**config.mk**
```make
export PLATFORM = sky130hd
export DESIGN_NAME = nand_bus_front
export DESIGN_NICKNAME = d
export VERILOG_FILES = /design/src/rtl/nand_front_pkg.sv /design/src/rtl/nand_win_decode.sv /design/src/rtl/nand_rb_sync.sv /design/src/rtl/nand_cycle_seq.sv /design/src/rtl/nand_bus_front.sv
export SDC_FILE = /design/constraint.sdc
export NUM_CORES = 1
export LEC_CHECK = 0
export ABC_CLOCK_PERIOD_IN_PS = 4950
export CORE_MARGIN = 5
export CORE_UTILIZATION = 37
export CTS_CLUSTER_SIZE = 14
export DETAILED_ROUTE_END_ITERATION = 6
export GPL_ROUTABILITY_DRIVEN = 1
export GPL_TIMING_DRIVEN = 1
export PLACE_DENSITY = 0.67
export SLEW_MARGIN = 20
export SYNTH_ARGS = -nofsm -noshare
export SYNTH_HDL_FRONTEND = slang
export SYNTH_SLANG_ARGS = --single-unit
```
**constraint.sdc**
```tcl
create_clock -name clk -period 4.95 [get_ports clk]
set_clock_uncertainty 0.05 [all_clocks]
set_input_delay 0.495 -clock clk [delete_from_list [all_inputs] [get_ports clk]]
set_output_delay 0.495 -clock clk [all_outputs]
set_load 0.005 [all_outputs]
```
**src/rtl/nand_front_pkg.sv**
```systemverilog
package nand_front_pkg;

  localparam int CTRL_OFS   = 'h000;
  localparam int TIMING_OFS = 'h004;
  localparam int WIN_BASE   = 'h800;
  localparam int WIN_SHIFT  = 8;
  localparam int WIN_SPAN   = 1 << WIN_SHIFT;
  localparam int SUB_DATA   = 'h0;
  localparam int SUB_ADDR   = 'h4;
  localparam int SUB_CMD    = 'h8;
  localparam int TFIELD_W   = 6;
  localparam int TIMING_W   = 3 * TFIELD_W;

  typedef enum logic [1:0] {AC_NONE, AC_CTRL, AC_TIMING, AC_FLASH} acc_t;
  typedef enum logic [1:0] {XK_DATA, XK_ADDR, XK_CMD} xfer_kind_t;
  typedef enum logic [1:0] {PH_IDLE, PH_SETUP, PH_STROBE, PH_HOLD} phase_t;

  typedef struct packed {
    logic [TFIELD_W-1:0] hold;
    logic [TFIELD_W-1:0] strobe;
    logic [TFIELD_W-1:0] setup;
  } timing_t;

endpackage

```
**src/rtl/nand_win_decode.sv**
```systemverilog
module nand_win_decode
  import nand_front_pkg::*;
#(
  parameter int ADDR_W    = 12,
  parameter int NUM_BANKS = 4,
  parameter int BANK_W    = 2
) (
  input  logic [ADDR_W-1:0] addr,
  output acc_t              acc,
  output xfer_kind_t        kind,
  output logic [BANK_W-1:0] bank
);

  localparam logic [ADDR_W-1:0] A_CTRL   = ADDR_W'(CTRL_OFS);
  localparam logic [ADDR_W-1:0] A_TIMING = ADDR_W'(TIMING_OFS);
  localparam logic [ADDR_W-1:0] A_WBASE  = ADDR_W'(WIN_BASE);
  localparam logic [ADDR_W-1:0] A_WEND   = ADDR_W'(WIN_BASE + NUM_BANKS * WIN_SPAN);

  logic [ADDR_W-1:0] rel;

  always_comb begin
    rel  = addr - A_WBASE;
    acc  = AC_NONE;
    kind = XK_DATA;
    bank = BANK_W'(rel >> WIN_SHIFT);
    if (addr == A_CTRL) begin
      acc = AC_CTRL;
    end else if (addr == A_TIMING) begin
      acc = AC_TIMING;
    end else if (addr >= A_WBASE && addr < A_WEND) begin
      case (rel[WIN_SHIFT-1:0])
        WIN_SHIFT'(SUB_DATA): begin acc = AC_FLASH; kind = XK_DATA; end
        WIN_SHIFT'(SUB_ADDR): begin acc = AC_FLASH; kind = XK_ADDR; end
        WIN_SHIFT'(SUB_CMD):  begin acc = AC_FLASH; kind = XK_CMD;  end
        default:              acc = AC_NONE;
      endcase
    end
  end

endmodule

```
**src/rtl/nand_rb_sync.sv**
```systemverilog
module nand_rb_sync #(
  parameter int STAGES = 2
) (
  input  logic clk,
  input  logic rst,
  input  logic async_in,
  output logic sync_out
);

  logic [STAGES-1:0] chain;

  generate
    if (STAGES == 1) begin : g_single
      always_ff @(posedge clk) begin
        if (rst) chain <= '0;
        else     chain <= async_in;
      end
    end else begin : g_multi
      always_ff @(posedge clk) begin
        if (rst) chain <= '0;
        else     chain <= {chain[STAGES-2:0], async_in};
      end
    end
  endgenerate

  assign sync_out = chain[STAGES-1];

endmodule

```
**src/rtl/nand_cycle_seq.sv**
```systemverilog
module nand_cycle_seq
  import nand_front_pkg::*;
(
  input  logic    clk,
  input  logic    rst,
  input  logic    start,
  input  timing_t tcfg,
  output phase_t  phase,
  output logic    strobe_end,
  output logic    done
);

  logic [TFIELD_W-1:0] cnt;

  function automatic logic [TFIELD_W-1:0] last_idx(input logic [TFIELD_W-1:0] f);
    return (f == '0) ? '0 : f - 1'b1;
  endfunction

  always_ff @(posedge clk) begin
    if (rst) begin
      phase <= PH_IDLE;
      cnt   <= '0;
    end else begin
      case (phase)
        PH_IDLE: if (start) begin
          phase <= PH_SETUP;
          cnt   <= last_idx(tcfg.setup);
        end
        PH_SETUP: if (cnt == '0) begin
          phase <= PH_STROBE;
          cnt   <= last_idx(tcfg.strobe);
        end else cnt <= cnt - 1'b1;
        PH_STROBE: if (cnt == '0) begin
          phase <= PH_HOLD;
          cnt   <= last_idx(tcfg.hold);
        end else cnt <= cnt - 1'b1;
        default: if (cnt == '0) phase <= PH_IDLE;
                 else cnt <= cnt - 1'b1;
      endcase
    end
  end

  assign strobe_end = (phase == PH_STROBE) && (cnt == '0);
  assign done       = (phase == PH_HOLD) && (cnt == '0);

endmodule

```
**src/rtl/nand_bus_front.sv**
```systemverilog
module nand_bus_front
  import nand_front_pkg::*;
#(
  parameter int ADDR_W     = 12,
  parameter int DATA_W     = 32,
  parameter int NUM_BANKS  = 4,
  parameter int SYNC_DEPTH = 2,
  parameter logic [17:0] TIMING_RST = 18'h01081
) (
  input  logic                 clk,
  input  logic                 rst,
  input  logic                 bus_valid,
  input  logic                 bus_we,
  input  logic [ADDR_W-1:0]    bus_addr,
  input  logic [DATA_W-1:0]    bus_wdata,
  output logic                 bus_ready,
  output logic [DATA_W-1:0]    bus_rdata,
  output logic [NUM_BANKS-1:0] flash_ce_n,
  output logic                 flash_cle,
  output logic                 flash_ale,
  output logic                 flash_we_n,
  output logic                 flash_re_n,
  output logic                 flash_wp,
  output logic [7:0]           flash_dq_out,
  output logic                 flash_dq_oe,
  input  logic [7:0]           flash_dq_in,
  input  logic                 flash_rb
);

  localparam int BANK_W = (NUM_BANKS > 1) ? $clog2(NUM_BANKS) : 1;

  typedef enum logic [1:0] {ST_IDLE, ST_FLASH, ST_RESP} st_t;

  st_t         st;
  logic [7:0]  ce_sel;
  logic        wp_bit;
  timing_t     tcfg;
  logic [DATA_W-1:0] resp_data;
  xfer_kind_t  cur_kind;
  logic        cur_read;
  logic [7:0]  cur_byte;

  acc_t              dec_acc;
  xfer_kind_t        dec_kind;
  logic [BANK_W-1:0] dec_bank;
  logic              rb_s;
  phase_t            phase;
  logic              strobe_end;
  logic              seq_done;
  logic              accept;
  logic              bank_on;
  logic              seq_start;

  nand_win_decode #(
    .ADDR_W(ADDR_W), .NUM_BANKS(NUM_BANKS), .BANK_W(BANK_W)
  ) u_dec (
    .addr(bus_addr), .acc(dec_acc), .kind(dec_kind), .bank(dec_bank)
  );

  nand_rb_sync #(.STAGES(SYNC_DEPTH)) u_sync (
    .clk(clk), .rst(rst), .async_in(flash_rb), .sync_out(rb_s)
  );

  nand_cycle_seq u_seq (
    .clk(clk), .rst(rst), .start(seq_start), .tcfg(tcfg),
    .phase(phase), .strobe_end(strobe_end), .done(seq_done)
  );

  assign accept    = (st == ST_IDLE) && bus_valid;
  assign bank_on   = ce_sel[dec_bank];
  assign seq_start = accept && (dec_acc == AC_FLASH) && bank_on;

  always_ff @(posedge clk) begin
    if (rst) begin
      st        <= ST_IDLE;
      ce_sel    <= '0;
      wp_bit    <= 1'b0;
      tcfg      <= timing_t'(TIMING_RST);
      resp_data <= '0;
      cur_kind  <= XK_DATA;
      cur_read  <= 1'b0;
      cur_byte  <= '0;
    end else begin
      case (st)
        ST_IDLE: if (accept) begin
          case (dec_acc)
            AC_CTRL: begin
              resp_data <= DATA_W'({rb_s, wp_bit, ce_sel});
              if (bus_we) begin
                ce_sel <= bus_wdata[7:0];
                wp_bit <= bus_wdata[8];
              end
              st <= ST_RESP;
            end
            AC_TIMING: begin
              resp_data <= DATA_W'(tcfg);
              if (bus_we) tcfg <= timing_t'(bus_wdata[TIMING_W-1:0]);
              st <= ST_RESP;
            end
            AC_FLASH: begin
              cur_kind <= dec_kind;
              cur_read <= ~bus_we;
              cur_byte <= bus_wdata[7:0];
              if (bank_on) begin
                resp_data <= '0;
                st        <= ST_FLASH;
              end else begin
                resp_data <= bus_we ? '0 : DATA_W'(8'hFF);
                st        <= ST_RESP;
              end
            end
            default: begin
              resp_data <= '0;
              st        <= ST_RESP;
            end
          endcase
        end
        ST_FLASH: begin
          if (strobe_end && cur_read) resp_data <= DATA_W'(flash_dq_in);
          if (seq_done) st <= ST_RESP;
        end
        default: st <= ST_IDLE;
      endcase
    end
  end

  logic active;
  assign active = (phase != PH_IDLE);

  assign bus_ready    = (st == ST_RESP);
  assign bus_rdata    = resp_data;
  assign flash_ce_n   = ~ce_sel[NUM_BANKS-1:0];
  assign flash_wp     = wp_bit;
  assign flash_cle    = active && (cur_kind == XK_CMD);
  assign flash_ale    = active && (cur_kind == XK_ADDR);
  assign flash_we_n   = !((phase == PH_STROBE) && !cur_read);
  assign flash_re_n   = !((phase == PH_STROBE) && cur_read);
  assign flash_dq_oe  = active && !cur_read;
  assign flash_dq_out = cur_byte;

endmodule

```
==> flow_summary.yaml <==
status:
  status: "finished clean"
clock_network:
  root_buffer: "clkbuf_8"
  cts-resized-gates: 0
  postCtsSetupBuffers: 0
  cts.clk_slew.worst_paths_ns: 0.08
  holdBufCountCts: 0
  cts.htree.levels: 3
  cts_tree: "done"
  cts_num_sinks: 68
  cts_made_buffers: 9
  clk_path_buf_depth: 2
  insertion_delay_ns: 0.35
die:
  die_area_um2: 12320
  fp.dieH_um: 111.0
  rows: 36
  core-area_um2: 9864
  start_util_pct: 38.27
  die_w_um: 111.0
  pin_count: 108
layout:
  seq_area_um2: 1361
  multi_input_area_um2: 2131
  n_antenna_cell: 0
  fill_cells: 975
  fin_nets: 611
  syn2layout_area_growth_pct: 25.39
  drive_above_1_share_pct: 6.947
setup_path:
  critPathCaptureType: "flip-flop"
  critPathArrivalTime_ns: 3.52
  crit_start: "bus_addr[2]"
  crit_required_ns: 5.15
  cp-start-kind: "primary input"
  cp_max_fo: 17
  worst_r2r_startpoint: "u_seq.cnt[0]"
  worstSetupPathType: "primary input to flip-flop"
timing:
  layout_setup_ws_ns: 1.637
  relSlewSlack_pct: 30.58
  slew_violations: 0
  timing.setup.tns_ns: 0
  rsz0062_at_grt: "false"
  fmax_mhz: 301.9
  fin_crit_sh_pct: 66.93
  worstMarginPinSlew_ns: 1.030
  setup_viol: 0
  finalHoldViolCount: 0
  period_minus_slack_ns: 3.313
place:
  post-dp-hpwl_um: 8114
  gp_congestion: 0.8965
  pre_cts_slack_ns: 1.339
  numPortBuffers: 79
route:
  drtPass1Iterations: 4
  post-route-drc-count: 0
  ant_nets: 0
  wire_per_inst_um: 16.06
  vias_per_cell: 5.466
  wl_um: 10920
  drtIter0Drc: 308
  vias: 3717
global_routing:
  grt.overflow.total: 0
  grtUsageTotal_pct: 17.49
  grt_pass1_vias: 3559
  grt_max_degree: 61
  antenna_found_initial: 0
  grt_first_pass_wirelength_um: 17950
logic_synthesis:
  synthAdderAreaFrac_pct: 3.977
  synth_edf_count: 0
  synthMuxAreaShare_pct: 4.707
  syn-cell-area_um2: 3775
  yosysWarnings: 0
  synthFlopType: "dfxtp_1"
  synth-compound-area-share_pct: 19.69
  yosys.area_share.simple_pct: 24.83
  ys_types: 59
  ys_seq_area_share_pct: 36.06
  synth_async_sr_flop_share_pct: 0
  synth_top_area_share_pct: 36.06
  synth_top_area_cell: "dfxtp_1"
  synth_seq_cells: 68
  synth_top_family_by_area: "simple AND/OR/NAND/NOR gates"
  syn_inst: 476
  syn_avg_cell_area_um2: 7.930
  ys_top_cells_by_area: "dfxtp_1, a21oi_1, nand2_1, ha_1, nand3_1"
  synth_xor_area_share_pct: 1.856
worst_hold_path:
  hold_start: "u_sync.chain[0]"
  hold_path_class: "flip-flop to flip-flop"
flow_run:
  max_cap_violations: 0
power_and_ir_drop:
  ir_drop_v: 0.0001801
  powerDensity_nw_per_um2: 266.3
  p_leak_nw: 1.718
==> registers in the layout (all words and copies together), names as in the netlist <==
name	count
u_sync.chain	2
cur_read	1
cur_kind	2
flash_dq_out	8
u_seq.phase	2
st	2
ce_sel	8
bus_rdata	18
flash_wp	1
tcfg	18
u_seq.cnt	6
==> synthesized netlist by cell type, types with 5 or more instances <==
library cell,count
dfxtp_1,68
nor2_1,30
nor2b_1,5
nor3b_1,5
nand4_1,7
a21oi_1,59
nor4_1,6
nand2b_1,5
xnor2_1,5
nand3_1,30
clkbuf_1,15
nor3_1,15
buf_4,17
nand2_1,64
inv_1,21
and3_1,6
ha_1,12
o21ai_0,15
a31oi_1,7
mux2i_1,11
o22ai_1,12
==> metal layers <==
metal  track usage (%)  wire, um  part of all wire [%]  up-vias
met5                 0         0                     0        -
met4             4.926       195                   1.8        0
met3             2.948       543                   5.0       17
met2             29.13      5249                    48      119
met1             23.31      4934                    45     1775
li1                  -         -                     -     1806
==> path summary, 6_finish.rpt <==
check / endpoint / slack (ns) / cells past startpoint
worst max register to register: bus_rdata[9] / 2.20 / 6
worst min register to register: u_sync.chain[1] / 0.40 / 1
worst min-delay path: u_sync.chain[1] / 0.40 / 1
worst max-delay path: u_seq.cnt[5] / 1.64 / 6
==> layout by cell type, fill, tap and decap left out, types with 11 or more instances in the layout <==
master,n
nand3_1,30
nor2_1,30
o22ai_1,12
nand2_1,64
o21ai_0,15
ha_1,12
mux2i_1,11
conb_1,14
a21oi_1,59
dfxtp_1,68
inv_1,21
nor3_1,15
clkdlybuf4s50_1,78
==> critical path, stage by stage <==
cell	delay [ns]
clkdlybuf4s50_1	0.77
a21boi_0	0.51
nand4_1	0.56
o21ai_1	0.74
a31oi_1	0.17
a311oi_1	0.26
==> metrics by stage <==
step                utilization, %  instances  hold slack [ns]  total power [mW]  instance area, um^2
floorplan                        -        489           0.3638            0.7551                 3824
global placement             46.00        663           0.3809            0.8327                 4538
detailed placement           46.00        663           0.3787            0.8382                 4538
CTS                          47.87        679           0.3984             1.262                 4722
global route                 47.98        680           0.4150             1.313                 4733
finish                       47.98        680           0.3952             1.260                 4733
==> power breakdown <==
group | internal, mW | total (mW) | switching [mW]
Combinational | 0.102 | 0.254 | 0.152
Sequential | 0.558 | 0.575 | 0.0167
Clock | 0.200 | 0.431 | 0.231
==> cell type report <==
cell class	instances	area share (%)
clock buffer	10	2.908
inverter	21	1.665
clock inverter	6	0.9781
sequential	68	28.76
timing repair buffer	82	17.16
multi-input combinational	360	45.02
tap	133	3.516
==> logic make-up after synthesis <==
| logic type | Yosys count |
|---|---|
| AO/OA/AOI/OAI | 122 |
| XOR/XNOR | 8 |
| AND/OR/NAND/NOR | 188 |
| flip-flops | 68 |
| adder cells (fa/ha/maj) | 12 |
| multiplexers | 16 |
| other | 1 |
| buffers and inverters | 61 |
(Power assumes the default switching activity.)
